`config.mk`:
```
export PLATFORM = sky130hd
export DESIGN_NAME = pbus_uart_bridge
export DESIGN_NICKNAME = d
export VERILOG_FILES = /design/src/rtl/bridge_pkg.sv /design/src/rtl/bridge_sync.sv /design/src/rtl/bridge_rxq.sv /design/src/rtl/bridge_uart_rx.sv /design/src/rtl/bridge_uart_tx.sv /design/src/rtl/pbus_uart_bridge.sv
export SDC_FILE = /design/constraint.sdc
export NUM_CORES = 2
export LEC_CHECK = 0
export CORE_MARGIN = 2
export CORE_UTILIZATION = 25
export DETAILED_ROUTE_END_ITERATION = 8
export DONT_BUFFER_PORTS = 1
export PLACE_DENSITY = 0.41
export SKIP_CTS_REPAIR_TIMING = 1
export SYNTH_ARGS = -nofsm -noshare
export SYNTH_HDL_FRONTEND = slang
export SYNTH_SLANG_ARGS = --single-unit
```
`constraint.sdc`:
```
create_clock -name clk -period 4.1 [get_ports clk]
set_clock_uncertainty 0.1 [all_clocks]
set_input_delay 0.41 -clock clk [delete_from_list [all_inputs] [get_ports clk]]
set_output_delay 0.41 -clock clk [all_outputs]
set_load 0.1 [all_outputs]
```
`src/rtl/bridge_pkg.sv`:
```
package bridge_pkg;
   typedef enum logic [1:0] {
      MODE_IDLE = 2'd0,
      MODE_RD   = 2'd1,
      MODE_WR   = 2'd2
   } bmode_t;
endpackage

```
`src/rtl/bridge_sync.sv`:
```
module bridge_sync #(
   parameter int   STAGES  = 2,
   parameter logic RST_VAL = 1'b0
) (
   input  logic clk,
   input  logic rst_n,
   input  logic d,
   output logic q
);
   generate
      if (STAGES < 2) begin : g_bad_stages
         $error("bridge_sync: STAGES must be at least 2");
      end
   endgenerate

   logic [STAGES-1:0] sh;

   always_ff @(posedge clk or negedge rst_n) begin
      if (!rst_n) sh <= {STAGES{RST_VAL}};
      else        sh <= {sh[STAGES-2:0], d};
   end

   assign q = sh[STAGES-1];
endmodule

```
`src/rtl/bridge_rxq.sv`:
```
module bridge_rxq #(
   parameter int W     = 8,
   parameter int DEPTH = 100,
   localparam int AW   = $clog2(DEPTH),
   localparam int CW   = $clog2(DEPTH + 1)
) (
   input  logic          clk,
   input  logic          rst_n,
   input  logic          clr,
   input  logic          push,
   input  logic          pop,
   input  logic [W-1:0]  din,
   output logic [W-1:0]  head_q,
   output logic [W-1:0]  next_q,
   output logic [CW-1:0] count,
   output logic          full,
   output logic          empty
);
   generate
      if (DEPTH < 2) begin : g_bad_depth
         $error("bridge_rxq: DEPTH must be at least 2");
      end
   endgenerate

   logic [W-1:0]  mem [DEPTH];
   logic [AW-1:0] head, head_inc, tail;
   logic [CW-1:0] cnt;

   generate
      if ((1 << AW) == DEPTH) begin : g_pow2
         assign head_inc = head + 1'b1;
         assign tail     = head + cnt[AW-1:0];
      end else begin : g_mod
         logic [AW:0] sum;
         assign sum      = {1'b0, head} + (AW+1)'(cnt);
         assign tail     = (sum >= (AW+1)'(DEPTH)) ? AW'(sum - (AW+1)'(DEPTH)) : sum[AW-1:0];
         assign head_inc = (head == AW'(DEPTH - 1)) ? '0 : head + 1'b1;
      end
   endgenerate

   assign full   = (cnt == CW'(DEPTH));
   assign empty  = (cnt == '0);
   assign count  = cnt;
   assign head_q = mem[head];
   assign next_q = mem[head_inc];

   always_ff @(posedge clk or negedge rst_n) begin
      if (!rst_n) begin
         head <= '0;
         cnt  <= '0;
      end else if (clr) begin
         head <= '0;
         cnt  <= '0;
      end else if (push && full) begin
         head <= '0;
         cnt  <= CW'(1);
      end else if (push) begin
         cnt  <= cnt + 1'b1;
      end else if (pop && !empty) begin
         head <= head_inc;
         cnt  <= cnt - 1'b1;
      end
   end

   always_ff @(posedge clk) begin
      if (!clr && push) begin
         if (full) mem[0]    <= din;
         else      mem[tail] <= din;
      end
   end

   // operations are exclusive, overflow restarts at one entry
   p_ops_excl_r6: assert property (@(posedge clk) disable iff (!rst_n)
      $onehot0({clr, push, pop}));
   p_flush_on_full_r6: assert property (@(posedge clk) disable iff (!rst_n)
      (push && full && !clr) |=> (count == CW'(1)));
   p_count_bound_r6: assert property (@(posedge clk) disable iff (!rst_n)
      count <= CW'(DEPTH));
   // the head is only retired when something is queued
   p_pop_nonempty_r4: assert property (@(posedge clk) disable iff (!rst_n)
      pop |-> !empty);
endmodule

```
`src/rtl/bridge_uart_rx.sv`:
```
module bridge_uart_rx #(
   parameter int OVS = 16,
   localparam int OW = $clog2(OVS)
) (
   input  logic       clk,
   input  logic       rst_n,
   input  logic       tick,
   input  logic       rxd,
   output logic       valid,
   output logic [7:0] data
);
   generate
      if (OVS < 4 || (1 << OW) != OVS) begin : g_bad_ovs
         $error("bridge_uart_rx: OVS must be a power of two, at least 4");
      end
   endgenerate

   typedef enum logic [2:0] {S_IDLE, S_START, S_DATA, S_STOP, S_WAIT} rxst_t;
   rxst_t         st;
   logic [OW-1:0] cnt;
   logic [2:0]    bitn;
   logic [7:0]    sh;

   always_ff @(posedge clk or negedge rst_n) begin
      if (!rst_n) begin
         st    <= S_IDLE;
         cnt   <= '0;
         bitn  <= '0;
         sh    <= '0;
         valid <= 1'b0;
         data  <= '0;
      end else begin
         valid <= 1'b0;
         unique case (st)
            S_IDLE: if (!rxd) begin
               st  <= S_START;
               cnt <= '0;
            end
            S_START: if (tick) begin
               if (cnt == OW'(OVS/2 - 1)) begin
                  cnt  <= '0;
                  bitn <= '0;
                  st   <= rxd ? S_IDLE : S_DATA;
               end else cnt <= cnt + 1'b1;
            end
            S_DATA: if (tick) begin
               cnt <= cnt + 1'b1;
               if (cnt == OW'(OVS - 1)) begin
                  sh   <= {rxd, sh[7:1]};
                  bitn <= bitn + 1'b1;
                  if (bitn == 3'd7) st <= S_STOP;
               end
            end
            S_STOP: if (tick) begin
               cnt <= cnt + 1'b1;
               if (cnt == OW'(OVS - 1)) begin
                  if (rxd) begin
                     valid <= 1'b1;
                     data  <= sh;
                     st    <= S_IDLE;
                  end else st <= S_WAIT;
               end
            end
            S_WAIT: if (rxd) st <= S_IDLE;
            default: st <= S_IDLE;
         endcase
      end
   end

   // a delivered byte is a single-cycle pulse
   p_valid_pulse_r11: assert property (@(posedge clk) disable iff (!rst_n)
      valid |=> !valid);
   // no byte is delivered from a frame with a low stop bit
   p_badstop_wait_r11: assert property (@(posedge clk) disable iff (!rst_n)
      (st == S_WAIT) |=> !valid);
endmodule

```
`src/rtl/bridge_uart_tx.sv`:
```
module bridge_uart_tx #(
   parameter int OVS = 16,
   localparam int OW = $clog2(OVS)
) (
   input  logic       clk,
   input  logic       rst_n,
   input  logic       tick,
   input  logic       start,
   input  logic [7:0] data,
   output logic       busy,
   output logic       done,
   output logic       txd
);
   logic [9:0]    sh;
   logic [3:0]    bitc;
   logic [OW-1:0] cnt;

   always_ff @(posedge clk or negedge rst_n) begin
      if (!rst_n) begin
         sh   <= '1;
         bitc <= '0;
         cnt  <= '0;
         busy <= 1'b0;
         done <= 1'b0;
      end else begin
         done <= 1'b0;
         if (!busy) begin
            if (start) begin
               sh   <= {1'b1, data, 1'b0};
               bitc <= '0;
               cnt  <= '0;
               busy <= 1'b1;
            end
         end else if (tick) begin
            cnt <= cnt + 1'b1;
            if (cnt == OW'(OVS - 1)) begin
               sh <= {1'b1, sh[9:1]};
               if (bitc == 4'd9) begin
                  busy <= 1'b0;
                  done <= 1'b1;
               end else bitc <= bitc + 1'b1;
            end
         end
      end
   end

   assign txd = busy ? sh[0] : 1'b1;

   // every frame opens with a low start bit
   p_start_low_r9: assert property (@(posedge clk) disable iff (!rst_n)
      $rose(busy) |-> !txd);
   // completion follows the end of a frame
   p_done_after_busy_r10: assert property (@(posedge clk) disable iff (!rst_n)
      done |-> ($past(busy) && !busy));
endmodule

```
`src/rtl/pbus_uart_bridge.sv`:
```
module pbus_uart_bridge
   import bridge_pkg::*;
#(
   parameter int CLK_HZ = 16_000_000,
   parameter int BAUD   = 9600,
   parameter int OVS    = 16,
   parameter int QDEPTH = 100
) (
   input  logic       clk,
   input  logic       rst_n,
   input  logic       rd_stb,
   input  logic       wr_stb,
   input  logic [7:0] bus_in,
   output logic [7:0] bus_out,
   output logic       bus_oe,
   output logic       status,
   input  logic       uart_rxd,
   output logic       uart_txd
);
   localparam int DIV = CLK_HZ / (BAUD * OVS);
   localparam int BW  = (DIV > 1) ? $clog2(DIV) : 1;
   localparam int QCW = $clog2(QDEPTH + 1);

   generate
      if (DIV < 2) begin : g_bad_div
         $error("pbus_uart_bridge: CLK_HZ too low for BAUD*OVS");
      end
   endgenerate

   // baud tick at OVS times the bit rate
   logic [BW-1:0] bcnt;
   logic          tick;
   assign tick = (bcnt == BW'(DIV - 1));
   always_ff @(posedge clk or negedge rst_n) begin
      if (!rst_n)    bcnt <= '0;
      else if (tick) bcnt <= '0;
      else           bcnt <= bcnt + 1'b1;
   end

   // synchronisers
   logic rd_s, wr_s, rx_s;
   bridge_sync #(.STAGES(2), .RST_VAL(1'b0)) u_rd_sync (.clk, .rst_n, .d(rd_stb),   .q(rd_s));
   bridge_sync #(.STAGES(2), .RST_VAL(1'b0)) u_wr_sync (.clk, .rst_n, .d(wr_stb),   .q(wr_s));
   bridge_sync #(.STAGES(2), .RST_VAL(1'b1)) u_rx_sync (.clk, .rst_n, .d(uart_rxd), .q(rx_s));

   // strobe edges, alternate edges act
   logic rd_d, wr_d, rd_flag, wr_flag;
   logic rd_act, wr_act;
   assign rd_act = (rd_s ^ rd_d) & ~rd_flag;
   assign wr_act = (wr_s ^ wr_d) & ~wr_flag;

   // serial engines
   logic       rx_v, tx_busy, tx_done, tx_go;
   logic [7:0] rx_d;
   logic [7:0] hold_q;
   logic       hold_full;
   assign tx_go = hold_full & ~tx_busy;

   bridge_uart_rx #(.OVS(OVS)) u_rx (
      .clk, .rst_n, .tick, .rxd(rx_s), .valid(rx_v), .data(rx_d));
   bridge_uart_tx #(.OVS(OVS)) u_tx (
      .clk, .rst_n, .tick, .start(tx_go), .data(hold_q),
      .busy(tx_busy), .done(tx_done), .txd(uart_txd));

   // receive queue
   logic            q_clr, q_push, q_pop, q_full, q_empty;
   logic [7:0]      q_head, q_next;
   logic [QCW-1:0]  q_count;
   logic [7:0]      rx_byte;
   logic            rx_pend, txd_pend;
   bmode_t          mode;
   logic            rx_serve, txd_serve;

   assign rx_serve  = !wr_act && !rd_act && rx_pend;
   assign txd_serve = !wr_act && !rd_act && !rx_pend && txd_pend;

   always_comb begin
      q_clr  = 1'b0;
      q_pop  = 1'b0;
      q_push = 1'b0;
      if (wr_act) begin
         q_clr = 1'b0;
      end else if (rd_act) begin
         if (mode != MODE_RD) q_clr = 1'b1;
         else if (!q_empty)   q_pop = 1'b1;
      end else if (rx_pend && mode == MODE_RD) begin
         q_push = 1'b1;
      end
   end

   bridge_rxq #(.W(8), .DEPTH(QDEPTH)) u_q (
      .clk, .rst_n, .clr(q_clr), .push(q_push), .pop(q_pop), .din(rx_byte),
      .head_q(q_head), .next_q(q_next), .count(q_count),
      .full(q_full), .empty(q_empty));

   always_ff @(posedge clk or negedge rst_n) begin
      if (!rst_n) begin
         rd_d      <= 1'b0;
         wr_d      <= 1'b0;
         rd_flag   <= 1'b0;
         wr_flag   <= 1'b0;
         mode      <= MODE_IDLE;
         status    <= 1'b0;
         bus_out   <= '0;
         hold_q    <= '0;
         hold_full <= 1'b0;
         rx_pend   <= 1'b0;
         rx_byte   <= '0;
         txd_pend  <= 1'b0;
      end else begin
         rd_d <= rd_s;
         wr_d <= wr_s;
         if (rd_s ^ rd_d) rd_flag <= ~rd_flag;
         if (wr_s ^ wr_d) wr_flag <= ~wr_flag;
         if (tx_go) hold_full <= 1'b0;

         if (wr_act) begin
            if (mode != MODE_WR) begin
               if (mode == MODE_RD) bus_out <= '0;
               mode   <= MODE_WR;
               status <= 1'b1;
            end else begin
               hold_q    <= bus_in;
               hold_full <= 1'b1;
               status    <= 1'b0;
            end
         end else if (rd_act) begin
            if (mode != MODE_RD) begin
               mode   <= MODE_RD;
               status <= 1'b0;
            end else if (!q_empty) begin
               if (q_count == QCW'(1)) status  <= 1'b0;
               else                    bus_out <= q_next;
            end
         end else if (rx_pend) begin
            rx_pend <= 1'b0;
            if (mode == MODE_RD) begin
               bus_out <= (q_empty || q_full) ? rx_byte : q_head;
               status  <= 1'b1;
            end
         end else if (txd_pend) begin
            txd_pend <= 1'b0;
            if (mode == MODE_WR) status <= 1'b1;
         end

         if (rx_v) begin
            rx_pend <= 1'b1;
            rx_byte <= rx_d;
         end
         if (tx_done) txd_pend <= 1'b1;
      end
   end

   assign bus_oe = (mode == MODE_RD);

   // direction only moves on an acting strobe
   p_mode_hold_r2: assert property (@(posedge clk) disable iff (!rst_n)
      !(rd_act || wr_act) |=> $stable(mode));
   // status rises only through a received byte, write entry or frame end
   p_status_rise_r5: assert property (@(posedge clk) disable iff (!rst_n)
      $rose(status) |-> $past(rx_serve || txd_serve || wr_act));
   // bytes outside receive direction never enter the queue
   p_no_push_outside_r7: assert property (@(posedge clk) disable iff (!rst_n)
      (mode != MODE_RD) |-> !q_push);
   // entering receive direction leaves an empty queue and low status
   p_read_entry_r3: assert property (@(posedge clk) disable iff (!rst_n)
      (rd_act && !wr_act && mode != MODE_RD) |=> (q_empty && !status && bus_oe));
endmodule

```
==> run_results.csv <==
group,metric,value,unit
final_layout,syn_to_final_growth,20.3,%
worst_setup_path,required,4440,ps
place,place_congestion,0.879,
timing,slew_headroom,19.2,%
pwr,powerDensity,610,mW/mm²
grt,grt_pass1_wl,239000,µm
worst_setup_path,path_max_fanout,12,
yosys,synth_top_area_cell,"edfxtp_1",
yosys,async_flop_share,11.8,%
pwr,p_leak,15.7,nW
worst_setup_path,cp-end-kind,"register",
yosys,synth_most_common_cell,"edfxtp_1",
final_layout,fin_util,30.2,%
grt,antenna_found_initial,5,
floorplan,core-area,0.176,mm²
final_layout,drive_gt1_share,27.0,%
yosys,ys_top_cells_by_area,"edfxtp_1 (54%), mux4_2 (10%), dfrtp_1 (5.4%)",
floorplan,io_pins,24,
yosys,yosysSeqAreaShare,60.6,%
pwr,max-vdd-ir-drop,0.515,mV
clock_network,worst_skew_pair.late_latency,750,ps
run,maxCapViolations,0,
grt,grt_max_degree,108,
worst_setup_path,worstPathArrival,4300,ps
worst_setup_path,cp-start-kind,"register",
timing,fin_crit_sh,96.7,%
place,dp_cells,5579,
timing,max_freq,252,MHz
detailed_routing,ant_nets,0,
yosys,syn_nets,3124,
detailed_routing,wl,170000,µm
floorplan,rows,154,
place,hpwl,115000,µm
detailed_routing,vias_per_cell,5.27,
clock_network,cts_tree,"done",
yosys,synth_top_area_share,54.5,%
timing,finalCriticalPeriod,3960,ps
clock_network,clk_pin_slew,60,ps
detailed_routing,route.detailed.drc,0,
place,io_buffers,0,
final_layout,fin_cells,5790,
floorplan,chipHeight,424,µm
detailed_routing,drt-wirelength-per-cell,29.4,µm
yosys,synth_ff_type,"edfxtp_1",
timing,slew_viol_final,0,
yosys,ys_top_cells_by_count,"edfxtp_1 (800), mux2i_1 (204), mux4_2 (203), nand2_1 (198)",
detailed_routing,vias,30500,
clock_network,clockBufferDepth,3,
detailed_routing,drtPass1Iterations,5,
floorplan,start_util,25.1,%
worst_setup_path,crit_type,"reg2reg",
timing,hold_viol,0,
grt,grt_overflow,0,
grt,track_usage,18.6,%
timing,timing.hold.ws,122,ps
yosys,syn_area,0.0441,mm²
worst_hold_path,hp-class,"in2reg",
final_layout,nets,3393,
clock_network,cts.sinks,907,
clock_network,cts_made_buffers,103,
yosys,ys_types,93,
yosys,syn_inst,3090,
timing,worst_slew_pin_slew,1210,ps
grt,grt_pass1_vias,30500,
floorplan,dieArea,0.180,mm²
floorplan,die_w,424,µm
clock_network,cts-root-buf,"clkbuf_16",
yosys,ys_ff_latch,907,
clock_network,htreeDepth,3,
yosys,synth_edf_count,800,
outcome,status,"complete, no violations",
timing,setup_violations,0,
yosys,syn_area_per_cell,14.3,µm²
detailed_routing,drt_iter0_markers,3012,
yosys,yosysWarnings,0,
[cells by family after synthesis]
logic type | synth area share [%]
AOI/OAI and AO/OA | 11.0
xor gates and xnor gates | 0.494
adders and majority gates | 0.613
buffers and inverters | 3.07
DFF | 60.6
muxes | 16.7
and+or+nand+nor | 7.54
[cell usage in the layout (no fill, tap or decap), types with 12 or more instances in the layout]
cell type      instances
clkbuf_1              21
nor2_1               115
inv_1                 22
o221ai_1              56
and3_1                14
o31ai_1               51
a22oi_1               39
nor2b_1               15
a22o_1                15
a221oi_1              16
o22a_1                14
nand2_1              198
dfrtp_1               83
nand3_1               58
o21ai_0              158
buf_4                354
nor4_2                15
mux2i_1              204
nor3_1               109
nand4_1               26
clkinv_1              20
clkinv_2              19
ha_1                  19
o22ai_1               68
mux4_2               203
a211oi_1              27
nor3_2                17
and2_1                16
clkbuf_16            103
a31oi_1               16
buf_12                32
mux2_2                64
edfxtp_1             800
a21oi_1              157
nand2b_1              20
dlygate4sd3_1         12
[power by group]
part / switching, mW / internal (mW) / total (mW)
Combinational: 8.10 / 4.41 / 12.5
Clock: 4.06 / 5.26 / 9.31
Sequential: 0.441 / 10.1 / 10.6
[path summary, 6_finish.rpt]
path                                 start         endpoint  slack (ps)  cells past startpoint
setup / recovery               u_q.head[0]   u_q.mem[85][4]         140                     13
hold reg to reg            u_rx_sync.sh[0]  u_rx_sync.sh[1]         250                      0
hold / removal                      wr_stb  u_wr_sync.sh[0]         120                      1
setup reg to reg               u_q.head[0]   u_q.mem[85][4]         140                     13
max in group asynchronous            rst_n      u_q.head[2]        3240                      2
min in group asynchronous            rst_n      u_rx.cnt[0]         150                      2
[registers in the layout, summed over array words and instances (netlist names), 3 cells and up]
name / cells
u_q.head: 7
u_rx.st: 3
u_rx.bitn: 3
u_rx.data: 8
u_rx.cnt: 4
rx_byte: 8
bcnt: 7
u_tx.cnt: 4
u_tx.sh: 9
u_rx.sh: 8
bus_out: 8
u_tx.bitc: 4
u_q.count: 7
u_q.mem: 800
hold_q: 8
[routing by layer]
layer  part of all wire, %  GRT usage [%]
met1                    43           25.1
met2                    47           29.6
met3                   6.3           2.98
met4                   4.3           7.57
met5                 0.019              0
[stage by stage]
step / area [µm²] / power (mW) / setup slack, ps / TNS [ps]
floorplan: 44100 / 17.6 / 8.63 / 0
global placement: 49400 / 23.0 / -120 / -9280
detailed placement: 49400 / 22.9 / -106 / -4820
CTS: 52700 / 32.3 / -115 / -7580
global route: 53100 / 33.6 / -53.8 / -1780
finish: 53100 / 32.4 / 137 / 0
[critical path, stage by stage, from the launching register on]
cell and delay (ps):
dfrtp_4 500, ha_1 210, inv_1 80, fa_2 220, nor2b_1 50, o21a_1 230, o21a_4 260, o311ai_4 460
a31oi_4 210, xnor2_4 240, buf_12 160, or2_4 440, nor3_1 240, buf_4 240
[cell type report]
type	count	area (µm²)
antenna	1	2.50
multi-input combinational	1918	16400
inverter	25	93.8
timing repair buffer	404	3550
clock inverter	69	681
tap	2340	2930
sequential	907	26800
clock buffer	126	2680
fill	17600	123000
No activity file was read; power rests on OpenSTA's default activity.
